--- src/rtl/svu_pkg.sv ---
package svu_pkg;
  // control word bit positions (software decodes these)
  localparam int CTL_VID_NOW  = 0;
  localparam int CTL_VID_FRM  = 1;
  localparam int CTL_UPD      = 2;
  localparam int CTL_PROT_LSB = 3;
  localparam int CTL_SWRST    = 7;
  // window enable bit inside window field 0
  localparam int WEN_BIT      = 0;

  typedef enum logic [1:0] {
    AK_NONE = 2'd0,
    AK_CTRL = 2'd1,
    AK_GLB  = 2'd2,
    AK_WIN  = 2'd3
  } addr_kind_e;
endpackage

--- src/rtl/svu_addr_dec.sv ---
module svu_addr_dec
  import svu_pkg::*;
#(
  parameter int ADDR_W   = 6,
  parameter int NUM_GLB  = 4,
  parameter int NUM_WIN  = 2,
  parameter int WIN_REGS = 4,
  parameter int IDX_W    = 4
) (
  input  logic [ADDR_W-1:0] addr,
  output addr_kind_e        kind,
  output logic [IDX_W-1:0]  idx
);
  localparam int GLB_BASE = 1;
  localparam int WIN_BASE = 1 << $clog2(NUM_GLB + 1);
  localparam int WIN_SPAN = NUM_WIN * WIN_REGS;

  always_comb begin
    int a;
    a    = int'(addr);
    kind = AK_NONE;
    idx  = '0;
    if (a == 0) begin
      kind = AK_CTRL;
    end else if (a >= GLB_BASE && a < GLB_BASE + NUM_GLB) begin
      kind = AK_GLB;
      idx  = IDX_W'(a - GLB_BASE);
    end else if (a >= WIN_BASE && a < WIN_BASE + WIN_SPAN) begin
      kind = AK_WIN;
      idx  = IDX_W'(NUM_GLB + a - WIN_BASE);
    end
  end
endmodule

--- src/rtl/svu_active_bank.sv ---
module svu_active_bank
  import svu_pkg::*;
#(
  parameter int DATA_W   = 32,
  parameter int NUM_WIN  = 2,
  parameter int NUM_REGS = 12,
  parameter int IDX_W    = 4
) (
  input  logic               clk,
  input  logic               rst,
  input  logic               wr_en,
  input  addr_kind_e         wr_kind,
  input  logic [IDX_W-1:0]   wr_idx,
  input  logic [DATA_W-1:0]  wr_data,
  input  addr_kind_e         rd_kind,
  input  logic [IDX_W-1:0]   rd_idx,
  input  logic               armed,
  output logic [DATA_W-1:0]  act_q [NUM_REGS],
  output logic [NUM_WIN-1:0] protect,
  output logic               vid_now,
  output logic               vid_frm_pend,
  output logic               sw_rst,
  output logic               req_set,
  output logic [DATA_W-1:0]  rd_data
);
  logic               ctrl_wr;
  logic               clr;
  logic [DATA_W-1:0]  ctrl_word;

  assign ctrl_wr = wr_en && (wr_kind == AK_CTRL);
  assign sw_rst  = ctrl_wr && wr_data[CTL_SWRST];
  assign req_set = ctrl_wr && !wr_data[CTL_SWRST] && wr_data[CTL_UPD];
  assign clr     = rst || sw_rst;

  always_ff @(posedge clk) begin
    if (clr) begin
      for (int i = 0; i < NUM_REGS; i++) act_q[i] <= '0;
      protect      <= '0;
      vid_now      <= 1'b0;
      vid_frm_pend <= 1'b0;
    end else if (wr_en) begin
      case (wr_kind)
        AK_CTRL: begin
          vid_now      <= wr_data[CTL_VID_NOW];
          vid_frm_pend <= wr_data[CTL_VID_FRM];
          protect      <= wr_data[CTL_PROT_LSB +: NUM_WIN];
        end
        AK_GLB, AK_WIN: act_q[wr_idx] <= wr_data;
        default: ;
      endcase
    end
  end

  always_comb begin
    ctrl_word                          = '0;
    ctrl_word[CTL_VID_NOW]             = vid_now;
    ctrl_word[CTL_VID_FRM]             = vid_frm_pend;
    ctrl_word[CTL_UPD]                 = armed;
    ctrl_word[CTL_PROT_LSB +: NUM_WIN] = protect;
  end

  always_ff @(posedge clk) begin
    if (rst) begin
      rd_data <= '0;
    end else begin
      case (rd_kind)
        AK_CTRL:        rd_data <= ctrl_word;
        AK_GLB, AK_WIN: rd_data <= act_q[rd_idx];
        default:        rd_data <= '0;
      endcase
    end
  end

  // immediate enable follows the written bit one cycle later
  a_r7_vid_now: assert property (@(posedge clk) disable iff (rst)
    (ctrl_wr && !wr_data[CTL_SWRST]) |=> (vid_now == $past(wr_data[CTL_VID_NOW])));

  // software clear empties the pending copy
  a_r1_swrst_pending: assert property (@(posedge clk) disable iff (rst)
    sw_rst |=> (protect == '0 && !vid_now && !vid_frm_pend));
endmodule

--- src/rtl/svu_update_ctrl.sv ---
module svu_update_ctrl #(
  parameter int NUM_WIN = 2
) (
  input  logic               clk,
  input  logic               rst,
  input  logic               sw_rst,
  input  logic               frame_start,
  input  logic               req_set,
  input  logic [NUM_WIN-1:0] protect,
  output logic               armed,
  output logic               xfer_glb,
  output logic [NUM_WIN-1:0] xfer_win
);
  assign xfer_glb = frame_start && armed;

  for (genvar w = 0; w < NUM_WIN; w++) begin : g_win
    assign xfer_win[w] = xfer_glb && !protect[w];
  end

  always_ff @(posedge clk) begin
    if (rst || sw_rst)  armed <= 1'b0;
    else if (req_set)   armed <= 1'b1;
    else if (xfer_glb)  armed <= 1'b0;
  end

  // request clears itself after the transfer
  a_r5_arm_clears: assert property (@(posedge clk) disable iff (rst)
    (xfer_glb && !req_set && !sw_rst) |=> !armed);

  // a request landing on the transferring edge stays armed
  a_r8_req_wins: assert property (@(posedge clk) disable iff (rst)
    (req_set && !sw_rst) |=> armed);
endmodule

--- src/rtl/svu_shadow_bank.sv ---
module svu_shadow_bank
  import svu_pkg::*;
#(
  parameter int DATA_W   = 32,
  parameter int NUM_GLB  = 4,
  parameter int NUM_WIN  = 2,
  parameter int WIN_REGS = 4,
  parameter int NUM_REGS = 12,
  parameter int IDX_W    = 4
) (
  input  logic               clk,
  input  logic               rst,
  input  logic               sw_rst,
  input  logic               xfer_glb,
  input  logic [NUM_WIN-1:0] xfer_win,
  input  logic [DATA_W-1:0]  act_q [NUM_REGS],
  input  logic               vid_frm_pend,
  input  addr_kind_e         rd_kind,
  input  logic [IDX_W-1:0]   rd_idx,
  output logic [DATA_W-1:0]  shd_rd_data,
  output logic [NUM_WIN-1:0] win_active,
  output logic               vid_frm_shd
);
  logic [DATA_W-1:0]   shd_q [NUM_REGS];
  logic [NUM_REGS-1:0] take;
  logic                clr;

  assign clr = rst || sw_rst;

  for (genvar i = 0; i < NUM_REGS; i++) begin : g_take
    if (i < NUM_GLB) begin : g_glb
      assign take[i] = xfer_glb;
    end else begin : g_w
      assign take[i] = xfer_win[(i - NUM_GLB) / WIN_REGS];
    end
  end

  always_ff @(posedge clk) begin
    if (clr) begin
      for (int i = 0; i < NUM_REGS; i++) shd_q[i] <= '0;
      vid_frm_shd <= 1'b0;
    end else begin
      for (int i = 0; i < NUM_REGS; i++)
        if (take[i]) shd_q[i] <= act_q[i];
      if (xfer_glb) vid_frm_shd <= vid_frm_pend;
    end
  end

  for (genvar w = 0; w < NUM_WIN; w++) begin : g_act
    assign win_active[w] = shd_q[NUM_GLB + w * WIN_REGS][WEN_BIT];
  end

  always_ff @(posedge clk) begin
    if (rst) begin
      shd_rd_data <= '0;
    end else begin
      case (rd_kind)
        AK_CTRL: begin
          shd_rd_data              <= '0;
          shd_rd_data[CTL_VID_FRM] <= vid_frm_shd;
        end
        AK_GLB, AK_WIN: shd_rd_data <= shd_q[rd_idx];
        default:        shd_rd_data <= '0;
      endcase
    end
  end

  // with no armed transfer, every shadow entry holds
  for (genvar i = 0; i < NUM_REGS; i++) begin : g_chk
    a_r3_hold_unarmed: assert property (@(posedge clk) disable iff (rst)
      (!sw_rst && !xfer_glb) |=> $stable(shd_q[i]));
  end
endmodule

--- src/rtl/shadow_vsync_ctrl.sv ---
module shadow_vsync_ctrl
  import svu_pkg::*;
#(
  parameter int DATA_W   = 32,
  parameter int ADDR_W   = 6,
  parameter int NUM_GLB  = 4,
  parameter int NUM_WIN  = 2,
  parameter int WIN_REGS = 4
) (
  input  logic               clk,
  input  logic               rst,
  input  logic               wr_en,
  input  logic [ADDR_W-1:0]  wr_addr,
  input  logic [DATA_W-1:0]  wr_data,
  input  logic [ADDR_W-1:0]  rd_addr,
  output logic [DATA_W-1:0]  rd_data,
  input  logic               frame_start,
  input  logic [ADDR_W-1:0]  shd_addr,
  output logic [DATA_W-1:0]  shd_data,
  output logic [NUM_WIN-1:0] win_active,
  output logic               video_on_now,
  output logic               video_on_frame
);
  localparam int NUM_REGS = NUM_GLB + NUM_WIN * WIN_REGS;
  localparam int IDX_W    = $clog2(NUM_REGS);

  addr_kind_e         wr_kind, rd_kind, sh_kind;
  logic [IDX_W-1:0]   wr_idx, rd_idx, sh_idx;
  logic [DATA_W-1:0]  act_q [NUM_REGS];
  logic [NUM_WIN-1:0] protect;
  logic               vid_frm_pend;
  logic               sw_rst, req_set, armed, xfer_glb;
  logic [NUM_WIN-1:0] xfer_win;

  svu_addr_dec #(.ADDR_W(ADDR_W), .NUM_GLB(NUM_GLB), .NUM_WIN(NUM_WIN),
                 .WIN_REGS(WIN_REGS), .IDX_W(IDX_W))
    u_dec_wr (.addr(wr_addr), .kind(wr_kind), .idx(wr_idx));
  svu_addr_dec #(.ADDR_W(ADDR_W), .NUM_GLB(NUM_GLB), .NUM_WIN(NUM_WIN),
                 .WIN_REGS(WIN_REGS), .IDX_W(IDX_W))
    u_dec_rd (.addr(rd_addr), .kind(rd_kind), .idx(rd_idx));
  svu_addr_dec #(.ADDR_W(ADDR_W), .NUM_GLB(NUM_GLB), .NUM_WIN(NUM_WIN),
                 .WIN_REGS(WIN_REGS), .IDX_W(IDX_W))
    u_dec_sh (.addr(shd_addr), .kind(sh_kind), .idx(sh_idx));

  svu_active_bank #(.DATA_W(DATA_W), .NUM_WIN(NUM_WIN),
                    .NUM_REGS(NUM_REGS), .IDX_W(IDX_W)) u_act (
    .clk(clk), .rst(rst), .wr_en(wr_en), .wr_kind(wr_kind), .wr_idx(wr_idx),
    .wr_data(wr_data), .rd_kind(rd_kind), .rd_idx(rd_idx), .armed(armed),
    .act_q(act_q), .protect(protect), .vid_now(video_on_now),
    .vid_frm_pend(vid_frm_pend), .sw_rst(sw_rst), .req_set(req_set),
    .rd_data(rd_data));

  svu_update_ctrl #(.NUM_WIN(NUM_WIN)) u_upd (
    .clk(clk), .rst(rst), .sw_rst(sw_rst), .frame_start(frame_start),
    .req_set(req_set), .protect(protect), .armed(armed),
    .xfer_glb(xfer_glb), .xfer_win(xfer_win));

  svu_shadow_bank #(.DATA_W(DATA_W), .NUM_GLB(NUM_GLB), .NUM_WIN(NUM_WIN),
                    .WIN_REGS(WIN_REGS), .NUM_REGS(NUM_REGS), .IDX_W(IDX_W)) u_shd (
    .clk(clk), .rst(rst), .sw_rst(sw_rst), .xfer_glb(xfer_glb),
    .xfer_win(xfer_win), .act_q(act_q), .vid_frm_pend(vid_frm_pend),
    .rd_kind(sh_kind), .rd_idx(sh_idx), .shd_rd_data(shd_data),
    .win_active(win_active), .vid_frm_shd(video_on_frame));

  // a protected window's scan-out enable cannot move
  for (genvar w = 0; w < NUM_WIN; w++) begin : g_prot_chk
    a_r4_protect_hold: assert property (@(posedge clk) disable iff (rst)
      (protect[w] && !sw_rst) |=> $stable(win_active[w]));
  end

  // window enables change only with an armed transfer or a clear
  a_r6_enable_at_frame: assert property (@(posedge clk) disable iff (rst)
    (!xfer_glb && !sw_rst) |=> $stable(win_active));

  // software clear leaves nothing active or armed
  a_r1_swrst_all: assert property (@(posedge clk) disable iff (rst)
    sw_rst |=> (win_active == '0 && !armed && !video_on_frame));
endmodule

--- config.mk ---
export PLATFORM = sky130hd
export DESIGN_NAME = shadow_vsync_ctrl
export DESIGN_NICKNAME = d
export VERILOG_FILES = /design/src/rtl/svu_pkg.sv /design/src/rtl/svu_addr_dec.sv /design/src/rtl/svu_active_bank.sv /design/src/rtl/svu_update_ctrl.sv /design/src/rtl/svu_shadow_bank.sv /design/src/rtl/shadow_vsync_ctrl.sv
export SDC_FILE = /design/constraint.sdc
export NUM_CORES = 2
export LEC_CHECK = 0
export CAP_MARGIN = 20
export CORE_MARGIN = 5
export CORE_UTILIZATION = 50
export DETAILED_ROUTE_END_ITERATION = 10
export PLACE_DENSITY = 0.67
export SYNTH_ARGS = -nofsm -noshare
export SYNTH_HDL_FRONTEND = slang
export SYNTH_SLANG_ARGS = --single-unit
--- constraint.sdc ---
create_clock -name clk -period 29.5 [get_ports clk]
set_clock_uncertainty 0.1 [all_clocks]
set_input_delay 4.425 -clock clk [delete_from_list [all_inputs] [get_ports clk]]
set_output_delay 4.425 -clock clk [all_outputs]
set_load 0.05 [all_outputs]
== Yosys cells after proc, flatten, opt, wreduce, memory -nomap -nowiden ==
Memory sizes are Yosys's and may differ from the RTL's.
Index checks and enable logic that the tools add are counted.

* Flip-flop bits (word level): 454
* Memory bits (writable): 384
* Input port bits: 54
* Output and inout port bits: 68
* Memories kept: 1

* Add/subtract/negate cells: 9
* $lt $le $gt $ge: 15
* Equality and inequality tests: 9
* Multiplexer cells: 51
* Bitwise gates (word level): 14
* Reduce and logical (&&, ||, !) cells: 27

{| class="wikitable"
|+ Memory list
! name !! words !! bits a word !! read ports !! clocked after memory_dff !! write ports !! RTL line !! RTL
|-
| u_shd.shd_q || 12 || 32 || 3 || 0 || 12 || svu_shadow_bank.sv:24 || <nowiki>logic [DATA_W-1:0] shd_q [NUM_REGS];</nowiki>
|}

{| class="wikitable"
|+ Operator list
! kind !! number
|-
| 2-to-1 mux 32 bit || 15
|-
| bitwise mux 384 bit || 1
|-
| binary-select mux 32 bit (select 4 bit) || 1
|-
| demux 32 bit (select 4 bit) || 1
|-
| case mux 32 bit (2 select lines) || 2
|-
| 2-to-1 mux 4 bit || 9
|-
| greater-or-equal comparator 6 x 1 -> 1 bit (second input constant) || 3
|-
| greater-or-equal comparator 6 x 4 -> 1 bit (second input constant) || 3
|-
| logical NOT 6 bit || 3
|-
| less-than comparator 6 x 3 -> 1 bit (second input constant) || 3
|-
| less-than comparator 6 x 5 -> 1 bit (second input constant) || 3
|-
| 2-to-1 mux 2 bit || 9
|-
| logical AND 1 bit || 14
|-
| 2-to-1 mux 1 bit || 13
|-
| adder 3 x 4 -> 4 bit (first input constant) || 3
|-
| equality test 2 bit (second input constant) || 6
|-
| OR 1 bit || 12
|-
| subtractor 4 x 1 -> 4 bit (second input constant) || 3
|-
| subtractor 4 bit (second input constant) || 3
|-
| greater-or-equal comparator 5 bit (second input constant) || 2
|-
| NOT 4 -> 5 bit || 2
|-
| equality test 2 x 1 -> 1 bit (second input constant) || 3
|-
| OR reduction 2 bit || 3
|-
| less-than comparator 5 x 1 -> 1 bit (second input constant) || 1
|-
| other kinds (4) || 7
|}

== Logic depth before layout (Yosys ltp) ==
* Depth after elaboration: 12
* Depth in mapped cells: 15
* Mapped depth without buffers: 9

== Modules after synthesis ==
From an unflattened synthesis, not the netlist that was laid out.

* Cells, all modules: 3,337
* Area, all modules: 37,121.9 sq um

{| class="wikitable"
|+ Modules (own cells, without submodules)
! module !! instances !! cells each !! area an instance (sq um) !! seq. area each (sq um)
|-
| svu_active_bank || 1 || 2,134 || 18,602.8 || 8,408.1
|-
| svu_shadow_bank || 1 || 1,117 || 17,989.8 || 12,191.7
|-
| svu_addr_dec || 3 || 26 || 158.9 || 0.0
|-
| svu_update_ctrl || 1 || 8 || 52.6 || 20.0
|}

== Worst setup path before layout ==
Ideal clock, no wire load.

* Kind: in2reg
* From: input frame_start
* To: memory u_shd.shd_q[10][0] (enable)
* Setup time: 0.792 ns
* Arrival: 13.478 ns
* Path slack: 15.130 ns
* Stages on the path: 2
* Buffers on the path: 0
* Path through: nand2_1 > o21ai_0

{| class="wikitable"
|+ RTL lines
! element !! RTL line !! RTL
|-
| start: declaration || shadow_vsync_ctrl.sv:17 || <nowiki>input logic frame_start,</nowiki>
|-
| end: declaration || svu_shadow_bank.sv:24 ||
|}

== Worst setup path in the final report ==
* From: input shd_addr[3]
* To: register u_shd.shd_rd_data[14]

* Longest elaborated chain between the ends: 8

{| class="wikitable"
|+ Ends and longest elaborated chain
! element !! RTL line !! RTL
|-
| start: declaration || shadow_vsync_ctrl.sv:18 || <nowiki>input logic [ADDR_W-1:0] shd_addr,</nowiki>
|-
| branches (longest 7 deep; another with memory (12 x 32 bit)) || - ||
|-
| case mux 32 bit (2 select lines) * || svu_shadow_bank.sv:57 || <nowiki>case (rd_kind)</nowiki>
|-
| end signal: indexed assignment || svu_shadow_bank.sv:60 || <nowiki>shd_rd_data[CTL_VID_FRM] <= vid_frm_shd;</nowiki>
|-
| end signal: assignment || svu_shadow_bank.sv:62 || <nowiki>AK_GLB, AK_WIN: shd_rd_data <= shd_q[rd_idx];</nowiki>
|-
| end: declaration || svu_shadow_bank.sv:20 || <nowiki>output logic [DATA_W-1:0] shd_rd_data,</nowiki>
|}

Mark *: on every way between the ends.
A chain may end at the register's enable or synchronous reset.

==> results.py <==
metrics = {
    "die": {
        "rows": 99,
        "die_area_um2": 79100,
        "die_h_um": 281,
        "die_width_um": 281,
        "core_um2": 73000,
        "start_util_pct": 50.4,
        "io_pins": 122,
    },
    "placement": {
        "dp_hpwl_um": 66200,
        "place_congestion": 0.841,
        "io_buffers": 121,
    },
    "logic_synthesis": {
        "ys.flop_type": "dfxtp_1",
        "yosysUniqueCellTypes": 76,
        "yosys_warnings": 0,
        "syn-num-nets": 3589,
        "synth_top_area_share_pct": 31.3,
        "yosysTopAreaCell": "edfxtp_1",
        "synthTopCellsByArea": "edfxtp_1 31%, dfxtp_1 25%, mux2i_1 10%",
        "syn_avg_cell_area_um2": 10.5,
        "ys_ff_latch": 838,
        "synthArstFlopShare_pct": 0,
        "syn-instance-count": 3517,
        "syn_area_um2": 36800,
        "synth_edf_count": 384,
        "seq_area_frac_synth_pct": 56.0,
    },
    "sta": {
        "final-max-slew-violation-count": 0,
        "rsz0062_at_grt": "no",
        "min_period_ns": 9.17,
        "holdWs_ns": 0.384,
        "fin_tns_setup_ns": 0,
        "max_freq_mhz": 109,
        "fin_crit_sh_pct": 31.1,
        "slew_headroom_pct": 7.77,
        "worst_slew_pin_slew_ns": 1.38,
        "hold_violations": 0,
        "final-setup-viol-count": 0,
    },
    "finish": {
        "drive_above_1_share_pct": 6.94,
        "area_growth_pct": 12.8,
        "fin_nets": 3557,
    },
    "pwr": {
        "leakage_nw": 15.6,
        "irDropWorstVdd_uv": 50.0,
        "total_power_mw": 2.53,
        "p_per_area_nw_per_um2": 60.9,
    },
    "clock_network": {
        "cts_tree": "yes",
        "cts_buffer_depth": 3,
        "hold_buffers": 0,
        "htreeDepth": 3,
        "insertion_delay_ns": 0.65,
        "clkSinkCount": 838,
        "cts_buffers": 86,
        "ctsResizeCount": 0,
        "cts_setup_buffers": 0,
        "cts-root-buf": "clkbuf_16",
        "path_clk_slew_ns": 0.06,
    },
    "global_routing": {
        "grt_max_degree": 228,
        "grtUsageTotal_pct": 29.6,
        "use_met3_pct": 4.93,
        "grt_busiest_layer": "met2",
        "met1_usage_pct": 38.8,
        "antenna_found_initial": 12,
        "grt_pass1_vias": 27100,
        "grt_remaining_overflow": 0,
        "grt_pass1_wl_um": 176000,
        "grt.met2_usage_pct": 48.7,
    },
    "setup_path": {
        "r2r_end": "u_shd.shd_q[6][18]",
        "worstPathArrival_ns": 9.62,
        "required_ns": 29.95,
        "reg2reg_depth": 4,
        "r2r_setup_slack_ns": 26.22,
        "r2r-start": "u_upd.armed",
        "cp_max_fo": 40,
        "worst_setup_path_start_kind": "input pin",
        "setup.worst_path.class": "in2reg",
        "worstSetupEndpointType": "register",
    },
    "route": {
        "wl_per_cell_um": 26.7,
        "dr.pass1.iters": 6,
        "drtIter0Drc": 3819,
        "postRouteAntennaNets": 0,
        "drc": 0,
        "wirelength_um": 121000,
        "via_per_inst": 6.20,
        "vias": 28100,
    },
    "worst_hold_path": {
        "min_path_cells": 2,
        "min-delay-start": "u_act.act_q[172]",
        "hp-class": "reg2reg",
        "min_to": "u_act.act_q[172]",
    },
    "run_status": {
        "outcome": "complete, no violations",
    },
    "run": {
        "maxCapViolCount": 0,
    },
}
per-stage QoR:
stage	area, µm²	cells	setup WS, ns	util [%]
finish	41500	4524	20.33	56.9
global route	41500	4523	20.13	56.9
CTS	41500	4516	20.47	56.8
detailed placement	38700	4355	19.79	53.0
global placement	38600	4354	20.10	53.0
floorplan	36800	3517	15.13	-
cell usage after synthesis (21+ instances only):
cell type	instances
nand4_1	22
buf_4	21
a21oi_1	184
buf_2	64
nor2_1	361
o22ai_1	39
dfxtp_1	454
mux2i_1	379
nand3_1	38
and2_1	388
clkbuf_1	192
a221oi_1	69
edfxtp_1	384
a221o_1	25
o211ai_1	64
nand2_1	353
nor3_1	77
o21ai_0	154
sequential cells by signal, indices dropped and copies added, names as in the netlist:
name / cells
u_act.act_q: 384
u_act.protect: 2
u_shd.shd_rd_data: 32
u_act.vid_frm_pend: 1
u_act.rd_data: 32
u_shd.vid_frm_shd: 1
u_upd.armed: 1
u_shd.shd_q: 384
u_act.vid_now: 1
logic make-up after synthesis:
group / after synthesis / synth area share (%)
AOI/OAI and AO/OA: 679 / 12.3
xor gates and xnor gates: 4 / 0.0952
adders and majority gates: 18 / 0.612
buffers and inverters: 313 / 3.83
DFF: 838 / 56.0
muxes: 382 / 10.4
and+or+nand+nor: 1283 / 16.7
layer usage:
layer,share of wire (%),routed length (µm),vias up
li1,-,-,12500
met1,39,46500,13600
met2,47,56600,1660
met3,9.9,11900,325
met4,4.7,5670,2
met5,0.0058,7,-
how the worst max path moves through the flow:
| stage | slack [ns] | start | depth (start not counted) | endpoint |
|---|---|---|---|---|
| floorplan | 15.13 | frame_start | 2 | u_shd.shd_q[10][0] |
| global placement | 20.10 | shd_addr[3] | 12 | u_shd.shd_rd_data[7] |
| detailed placement | 19.79 | shd_addr[3] | 12 | u_shd.shd_rd_data[1] |
| CTS | 20.47 | shd_addr[3] | 12 | u_shd.shd_rd_data[1] |
| global route | 20.13 | shd_addr[3] | 12 | u_shd.shd_rd_data[1] |
| finish | 20.33 | shd_addr[3] | 11 | u_shd.shd_rd_data[14] |
power breakdown:
| group | switching [mW] | internal, mW | total [mW] |
|---|---|---|---|
| Sequential | 0.0101 | 1.24 | 1.25 |
| Combinational | 0.137 | 0.0515 | 0.189 |
| Clock | 0.467 | 0.624 | 1.09 |
| Total | 0.615 | 1.91 | 2.53 |
cells in the final DEF (no fill, tap or decap), types with 20 or more instances in the layout:
| cell | instances |
|---|---|
| clkbuf_16 | 86 |
| nand4_1 | 22 |
| nor2_1 | 350 |
| o22ai_1 | 38 |
| o21ai_0 | 152 |
| edfxtp_1 | 384 |
| nor3_1 | 75 |
| a211oi_1 | 20 |
| mux2i_1 | 379 |
| buf_4 | 53 |
| nand2_1 | 350 |
| a21oi_1 | 182 |
| nand3_1 | 38 |
| a221oi_1 | 69 |
| o211ai_1 | 64 |
| dfxtp_1 | 454 |
| and2_1 | 386 |
| clkdlybuf4s50_1 | 121 |
| a221o_1 | 25 |
| clkbuf_1 | 29 |
worst max-delay path: stages:
cell             delay (ns)
clkdlybuf4s50_1        0.88
inv_1                  0.29
ha_1                   0.32
a211oi_1               0.89
nand3_1                0.47
o22ai_4                0.84
buf_4                  0.73
a221oi_1               0.20
o21ai_0                0.17
nand2_1                0.11
nor3_1                 0.26
area by class of cell:
type	count	area, µm²
fillers	6069	31400
flip-flops and latches	838	20600
multi-input cells	2366	15100
clock buffers	122	2360
repair buffers	178	1700
well taps	959	1200
clock inverters	39	429
inverters	15	56.3
diodes	7	17.5
(Power assumes the default switching activity.)
